[src/rtl/ir_carrier_pkg.sv]
// Package: ir_carrier_pkg
// Shared encodings and field positions for the IR carrier generator.
// Assumes a 32-bit configuration write path.
package ir_carrier_pkg;

    // Width of each stored phase length (fixed by the modulation word layout)
    localparam int PHASE_W      = 16;
    // Field positions inside the control word
    localparam int CTRL_EN_BIT  = 0;
    localparam int CTRL_IDLE_BIT = 2;
    localparam int CTRL_SRC_LSB = 12;
    // Field positions inside the modulation word
    localparam int MOD_HI_LSB   = 16;
    localparam int MOD_LO_LSB   = 0;
    // Divider ratios
    localparam int XTAL_DIV     = 3;
    localparam int SLOW_DIV     = 10;

    typedef enum logic [1:0] {
        SRC_SYSCLK = 2'd0,
        SRC_XTAL3  = 2'd1,
        SRC_1US    = 2'd2,
        SRC_10US   = 2'd3
    } tick_src_e;

    typedef enum logic {
        PH_HIGH = 1'b0,
        PH_LOW  = 1'b1
    } phase_e;

    typedef struct packed {
        tick_src_e src;
        logic      idle_high;
        logic      en;
    } ctrl_t;

endpackage

[src/rtl/ir_us_divider.sv]
// Module: ir_us_divider
// Derives a 1 us clock enable and a 10 us clock enable from the system
// clock. Assumes SYS_CLK_HZ is a whole multiple of 1 MHz; at 1 MHz or
// below the 1 us tick is asserted every cycle.
module ir_us_divider #(
    parameter int SYS_CLK_HZ = 100_000_000
) (
    input  logic clk,
    input  logic rst_n,
    output logic tick_1us,
    output logic tick_10us
);
    import ir_carrier_pkg::*;

    localparam int CYC_PER_US = (SYS_CLK_HZ / 1_000_000 < 1) ? 1 : SYS_CLK_HZ / 1_000_000;
    localparam int US_CNT_W   = (CYC_PER_US > 1) ? $clog2(CYC_PER_US) : 1;
    localparam int DEC_W      = $clog2(SLOW_DIV);

    logic [DEC_W-1:0] dec_cnt;

    generate
        if (CYC_PER_US > 1) begin : g_us_div
            logic [US_CNT_W-1:0] us_cnt;

            // Count system cycles within one microsecond
            always_ff @(posedge clk) begin
                if (!rst_n) begin
                    us_cnt <= '0;
                end else if (us_cnt == US_CNT_W'(CYC_PER_US - 1)) begin
                    us_cnt <= '0;
                end else begin
                    us_cnt <= us_cnt + 1'b1;
                end
            end

            assign tick_1us = (us_cnt == US_CNT_W'(CYC_PER_US - 1));
        end else begin : g_us_pass
            assign tick_1us = 1'b1;
        end
    endgenerate

    // Count microsecond ticks within ten microseconds
    always_ff @(posedge clk) begin
        if (!rst_n) begin
            dec_cnt <= '0;
        end else if (tick_1us) begin
            if (dec_cnt == DEC_W'(SLOW_DIV - 1)) begin
                dec_cnt <= '0;
            end else begin
                dec_cnt <= dec_cnt + 1'b1;
            end
        end
    end

    assign tick_10us = tick_1us && (dec_cnt == DEC_W'(SLOW_DIV - 1));

endmodule

[src/rtl/ir_tick_select.sv]
// Module: ir_tick_select
// Divides the crystal enable by XTAL_DIV and picks one of four tick
// sources for the phase counters. Assumes xtal_tick_i is already
// synchronous to clk and at most one cycle wide per crystal period.
module ir_tick_select (
    input  logic                      clk,
    input  logic                      rst_n,
    input  ir_carrier_pkg::tick_src_e src,
    input  logic                      xtal_tick_i,
    input  logic                      tick_1us,
    input  logic                      tick_10us,
    output logic                      tick
);
    import ir_carrier_pkg::*;

    localparam int XT_W = $clog2(XTAL_DIV);

    logic [XT_W-1:0] xt_cnt;
    logic            tick_xtal;

    // Count crystal enables modulo XTAL_DIV
    always_ff @(posedge clk) begin
        if (!rst_n) begin
            xt_cnt <= '0;
        end else if (xtal_tick_i) begin
            if (xt_cnt == XT_W'(XTAL_DIV - 1)) begin
                xt_cnt <= '0;
            end else begin
                xt_cnt <= xt_cnt + 1'b1;
            end
        end
    end

    assign tick_xtal = xtal_tick_i && (xt_cnt == XT_W'(XTAL_DIV - 1));

    // Route the chosen tick source to the phase counters
    always_comb begin
        unique case (src)
            SRC_SYSCLK: tick = 1'b1;
            SRC_XTAL3:  tick = tick_xtal;
            SRC_1US:    tick = tick_1us;
            SRC_10US:   tick = tick_10us;
            default:    tick = 1'b0;
        endcase
    end

endmodule

[src/rtl/ir_phase_engine.sv]
// Module: ir_phase_engine
// Runs the high/low phase counters of the carrier. While en is low it
// parks in the start of a high phase and keeps copying the shadow
// lengths; while en is high it reloads them only at a period boundary.
// Assumes lengths are stored as length minus one.
module ir_phase_engine #(
    parameter int PW = ir_carrier_pkg::PHASE_W
) (
    input  logic          clk,
    input  logic          rst_n,
    input  logic          en,
    input  logic          tick,
    input  logic [PW-1:0] shadow_hi,
    input  logic [PW-1:0] shadow_lo,
    output logic          phase_high,
    output logic          period_done,
    output logic [PW-1:0] act_hi,
    output logic [PW-1:0] act_lo
);
    import ir_carrier_pkg::*;

    phase_e        phase;
    logic [PW-1:0] cnt;
    logic [PW-1:0] limit;
    logic          phase_end;
    logic          period_end;

    assign limit      = (phase == PH_HIGH) ? act_hi : act_lo;
    assign phase_end  = en && tick && (cnt == limit);
    assign period_end = phase_end && (phase == PH_LOW);

    // Advance the tick counter and swap phases at each phase end
    always_ff @(posedge clk) begin
        if (!rst_n || !en) begin
            phase <= PH_HIGH;
            cnt   <= '0;
        end else if (phase_end) begin
            phase <= (phase == PH_HIGH) ? PH_LOW : PH_HIGH;
            cnt   <= '0;
        end else if (tick) begin
            cnt <= cnt + 1'b1;
        end
    end

    // Load the active lengths while idle or at a period boundary
    always_ff @(posedge clk) begin
        if (!rst_n) begin
            act_hi <= '0;
            act_lo <= '0;
        end else if (!en || period_end) begin
            act_hi <= shadow_hi;
            act_lo <= shadow_lo;
        end
    end

    // Raise the period strobe for the cycle after the low phase ends
    always_ff @(posedge clk) begin
        if (!rst_n) begin
            period_done <= 1'b0;
        end else begin
            period_done <= period_end;
        end
    end

    assign phase_high = (phase == PH_HIGH);

endmodule

[src/rtl/ir_carrier_gen.sv]
// Module: ir_carrier_gen
// Top of the IR carrier generator: holds the control and modulation
// words, derives the tick, runs the phase engine and drives the carrier.
// Assumes configuration writes are synchronous single-cycle strobes.
module ir_carrier_gen #(
    parameter int SYS_CLK_HZ = 100_000_000
) (
    input  logic        clk,
    input  logic        rst_n,
    input  logic        xtal_tick_i,
    input  logic        cfg_ctrl_we,
    input  logic        cfg_mod_we,
    input  logic [31:0] cfg_wdata,
    output logic        carrier_o,
    output logic        period_done_o
);
    import ir_carrier_pkg::*;

    ctrl_t              ctrl_q;
    logic [PHASE_W-1:0] shadow_hi;
    logic [PHASE_W-1:0] shadow_lo;
    logic [PHASE_W-1:0] act_hi_len;
    logic [PHASE_W-1:0] act_lo_len;
    logic               tick_1us;
    logic               tick_10us;
    logic               tick;
    logic               phase_high;
    logic               unused_wdata;

    assign unused_wdata = ^{cfg_wdata[31:CTRL_SRC_LSB+2],
                            cfg_wdata[CTRL_SRC_LSB-1:CTRL_IDLE_BIT+1],
                            cfg_wdata[CTRL_EN_BIT+1]};

    // Capture the control word
    always_ff @(posedge clk) begin
        if (!rst_n) begin
            ctrl_q <= '{src: SRC_SYSCLK, idle_high: 1'b0, en: 1'b0};
        end else if (cfg_ctrl_we) begin
            ctrl_q.en        <= cfg_wdata[CTRL_EN_BIT];
            ctrl_q.idle_high <= cfg_wdata[CTRL_IDLE_BIT];
            ctrl_q.src       <= tick_src_e'(cfg_wdata[CTRL_SRC_LSB +: 2]);
        end
    end

    // Capture the modulation word into the shadow lengths
    always_ff @(posedge clk) begin
        if (!rst_n) begin
            shadow_hi <= '0;
            shadow_lo <= '0;
        end else if (cfg_mod_we) begin
            shadow_hi <= cfg_wdata[MOD_HI_LSB +: PHASE_W];
            shadow_lo <= cfg_wdata[MOD_LO_LSB +: PHASE_W];
        end
    end

    ir_us_divider #(
        .SYS_CLK_HZ (SYS_CLK_HZ)
    ) u_div (
        .clk       (clk),
        .rst_n     (rst_n),
        .tick_1us  (tick_1us),
        .tick_10us (tick_10us)
    );

    ir_tick_select u_sel (
        .clk         (clk),
        .rst_n       (rst_n),
        .src         (ctrl_q.src),
        .xtal_tick_i (xtal_tick_i),
        .tick_1us    (tick_1us),
        .tick_10us   (tick_10us),
        .tick        (tick)
    );

    ir_phase_engine #(
        .PW (PHASE_W)
    ) u_eng (
        .clk         (clk),
        .rst_n       (rst_n),
        .en          (ctrl_q.en),
        .tick        (tick),
        .shadow_hi   (shadow_hi),
        .shadow_lo   (shadow_lo),
        .phase_high  (phase_high),
        .period_done (period_done_o),
        .act_hi      (act_hi_len),
        .act_lo      (act_lo_len)
    );

    // Carrier follows the phase when enabled, else the idle level
    assign carrier_o = ctrl_q.en ? phase_high : ctrl_q.idle_high;

endmodule

[config.mk]
export PLATFORM = sky130hd
export DESIGN_NAME = ir_carrier_gen
export DESIGN_NICKNAME = d
export VERILOG_FILES = /design/src/rtl/ir_carrier_pkg.sv /design/src/rtl/ir_us_divider.sv /design/src/rtl/ir_tick_select.sv /design/src/rtl/ir_phase_engine.sv /design/src/rtl/ir_carrier_gen.sv
export SDC_FILE = /design/constraint.sdc
export NUM_CORES = 1
export LEC_CHECK = 0
export ABC_AREA = 0
export BUFFER_PORTS_ARGS = -buffer_cell sky130_fd_sc_hd__buf_2
export CAP_MARGIN = 20
export CORE_AREA = 4 4 104 106
export DETAILED_ROUTE_END_ITERATION = 12
export DIE_AREA = 0 0 108 110
export PLACE_DENSITY = 0.67
export SLEW_MARGIN = 10
export SYNTH_ARGS = -nofsm -noshare
export SYNTH_HDL_FRONTEND = slang
export SYNTH_SLANG_ARGS = --single-unit
[constraint.sdc]
create_clock -name clk -period 2.4 [get_ports clk]
set_input_delay 0.48 -clock clk [delete_from_list [all_inputs] [get_ports clk]]
set_output_delay 0.48 -clock clk [all_outputs]
set_load 0.03 [all_outputs]
==> impl_metrics.sql <==
INSERT INTO impl_metrics (metric_group, metric, value, unit) VALUES
('global_route', 'first_global_vias', '3015', ''),
('die', 'initial_utilization', '44.8', '%'),
('place', 'placement.io_buffers', '38', ''),
('power', 'net-switching-power', '0.802', 'mW'),
('worst_setup_path', 'worstSetupPathType', 'register to register', ''),
('layout', 'finalNetCount', '521', ''),
('timing', 'fin_worst_hold_slack', '0.371', 'ns'),
('worst_setup_path', 'worst_path_arrival_time', '2.58', 'ns'),
('routing', 'drt_iter0_drc', '93', ''),
('power', 'comb_power_share', '9.5', '%'),
('logic_synthesis', 'ys_seq_elements', '99', ''),
('layout', 'antenna_cells', '0', ''),
('global_route', 'globalRouteMet1Util', '20.7', '%'),
('timing', 'maxClockFrequency', '429', 'MHz'),
('worst_setup_path', 'timing.reg2reg.setup_slack', '0.07', 'ns'),
('clock_network', 'cts_sinks', '99', ''),
('power', 'power.static_leakage', '1.82', 'nW'),
('power', 'internal_power', '2.28', 'mW'),
('layout', 'finalCoreUtilization', '50.1', '%'),
('global_route', 'gr-max-usage-layer', 'met2', ''),
('clock_network', 'post_cts_buffers', '0', ''),
('logic_synthesis', 'synth.cells.most_frequent', 'dfxtp_1 (99), mux2i_1 (86), nand2_1 (76)', ''),
('die', 'die_height', '110', 'microns'),
('timing', 'final-max-slew-violation-count', '0', ''),
('routing', 'routed_via_density', '4.85', ''),
('logic_synthesis', 'synth_seq_area_share', '45.2', '%'),
('worst_setup_path', 'worst_ep_required_time', '2.65', 'ns'),
('logic_synthesis', 'cells_taking_the_most_area_after_synthesis', 'dfxtp_1 (45%), mux2i_1 (20%), nand2_1 (6.5%)', ''),
('logic_synthesis', 'synth_top_cell_area_share', '45.2', '%'),
('timing', 'report.final.hold_viol_count', '0', ''),
('timing', 'shortest_clock_period_the_worst_path_allows_after_layout', '2.33', 'ns'),
('timing', 'tightest_slew', '0.667', 'ns'),
('clock_network', 'path_clk_slew', '0.10', 'ns'),
('global_route', 'grt_antenna_before_repair', '0', ''),
('global_route', 'globalRouteMet2Util', '23.8', '%'),
('logic_synthesis', 'yosys_most_used_dff', 'dfxtp_1', ''),
('hold_path', 'hold_path_depth', '3', ''),
('logic_synthesis', 'ys_types', '35', ''),
('hold_path', 'min_delay_worst_endpoint', 'shadow_hi[11]', ''),
('status', 'outcome', 'finished clean', ''),
('clock_network', 'num_cts_buffers', '9', ''),
('clock_network', 'max-clock-path-buffers', '2', ''),
('power', 'ir_drop', '0.000304', 'V'),
('worst_setup_path', 'critical_path.reg2reg.startpoint', 'u_eng.phase', ''),
('logic_synthesis', 'postSynthAreaPerCell', '9.71', 'sq um'),
('routing', 'drt_drc_violations_left', '0', ''),
('hold_path', 'hold_path.class', 'input port to register', ''),
('logic_synthesis', 'ys_warn_count', '0', ''),
('routing', 'number_of_antenna_violating_nets_in_the_routed_design', '0', ''),
('logic_synthesis', 'synth_area_leader_cell', 'dfxtp_1', ''),
('logic_synthesis', 'synthArstFlopShare', '0', '%'),
('routing', 'drt-pass1-iter-count', '4', ''),
('worst_setup_path', 'worst_path_fanout_max', '25', ''),
('power', 'p_total', '3.08', 'mW'),
('clock_network', 'insertion_delay', '0.36', 'ns'),
('timing', 'slew_headroom', '55.1', '%'),
('timing', 'final_min_period_over_clock_period', '97.1', '%'),
('timing', 'finalSetupViolations', '0', ''),
('power', 'sw_frac_of_total', '26.1', '%'),
('layout', 'drive_above_1_share', '14.4', '%'),
('global_route', 'grt_start_max_net_pins', '81', ''),
('clock_network', 'cts_tree', 'yes', ''),
('logic_synthesis', 'syn-num-nets', '490', ''),
('worst_setup_path', 'timing.critical_path.from_type', 'register', ''),
('timing', 'skew', '0.00980', 'ns'),
('worst_setup_path', 'r2r-end', 'u_eng.act_lo[6]', ''),
('logic_synthesis', 'post-synth-top-count-cell', 'dfxtp_1', ''),
('die', 'die_area', '0.0119', 'sq mm'),
('die', 'row_count', '36', ''),
('global_route', 'grtUsageMet3', '2.97', '%'),
('global_route', 'grt-ovfl-total', '0', '');
==> metal layers <==
metal	vias up	part of all wire, %
met4	0	1.9
li1	1563	-
met1	1389	51
met3	14	2.6
met2	38	44
met5	-	0
==> layout make-up <==
type                            instances  area, sq um
Clock buffer                           10          138
Clock inverter                          6         55.1
Fill cell                             941         4880
Inverter                                3         11.3
Multi-Input combinational cell        323         2250
Sequential cell                        99         1980
Tap cell                              133          166
Timing Repair Buffer                   46          288
==> cells by family after synthesis <==
| logic type | synth area share, % |
|---|---|
| mux | 19.9 |
| fa+ha+maj | 0.571 |
| compound gates | 2.37 |
| simple gates | 20.9 |
| flops | 45.2 |
| buf+inv | 3.43 |
| xor+xnor | 7.60 |
==> worst max-delay path, stage by stage, from the launching register on <==
cell and delay, ns:
dfxtp_1 0.38, buf_12 0.19, mux2i_1 0.36, xnor2_1 0.13
nor4_1 0.30, and4_2 0.34, a41oi_4 0.15, buf_12 0.20
mux2i_1 0.14
==> cell usage in the layout (no fill, tap or decap), types with 3 or more instances in the layout <==
cell type,instances
and2_1,5
and3_1,5
xor2_1,17
clkbuf_8,10
xnor2_1,21
nand4_1,8
nand3_1,6
inv_1,3
buf_2,38
dfxtp_1,99
nand2b_1,3
nand2_1,76
buf_12,3
buf_4,5
nor2_1,29
mux2i_1,86
nor2b_1,40
==> registers in the layout, indices dropped and copies added, names as in the netlist <==
register	flops
u_eng.act_lo	16
shadow_lo	16
u_eng.act_hi	16
ctrl_q	4
u_eng.period_done	1
u_eng.cnt	16
u_sel.xt_cnt	2
u_eng.phase	1
u_div.g_us_div.us_cnt	7
u_div.dec_cnt	4
shadow_hi	16
==> metrics by stage <==
step | std cells | cell area, sq um | TNS, ns | worst slack [ns]
finish | 620 | 4890 | 0 | 0.0698
global route | 620 | 4890 | -5.55 | -0.146
CTS | 620 | 4890 | 0 | 0.0591
detailed placement | 604 | 4700 | 0 | 0.0670
global placement | 604 | 4700 | 0 | 0.118
floorplan | 451 | 4380 | 0 | 0.237
==> worst max-delay path by stage <==
stage	from	endpoint	slack, ns	cells after the start
after global routing	u_eng.phase	u_eng.act_hi[0]	-0.15	8
after detailed placement	u_eng.phase	u_eng.cnt[4]	0.07	7
after floorplan	u_eng.phase	u_eng.cnt[10]	0.24	9
final	u_eng.phase	u_eng.act_lo[6]	0.07	8
after CTS	u_eng.phase	u_eng.cnt[4]	0.06	7
after global placement	u_eng.phase	u_eng.act_lo[10]	0.12	8
==> power by group through the flow <==
stage,Sequential [mW],Clock [mW],Combinational (mW)
4_1_cts,1.75,1.06,0.297
3_5_place_dp,1.79,0,0.296
6_report,1.75,1.03,0.293
5_1_grt,1.76,1.14,0.327
2_1_floorplan,1.77,0,0.227
3_3_place_gp,1.79,0,0.287
==> what timing repair did <==
action	in CTS	in global routing
gates resized for setup	0	2
hold buffers	0	0
setup endpoints to repair	0	48
No activity file was read; power rests on OpenSTA's default activity.
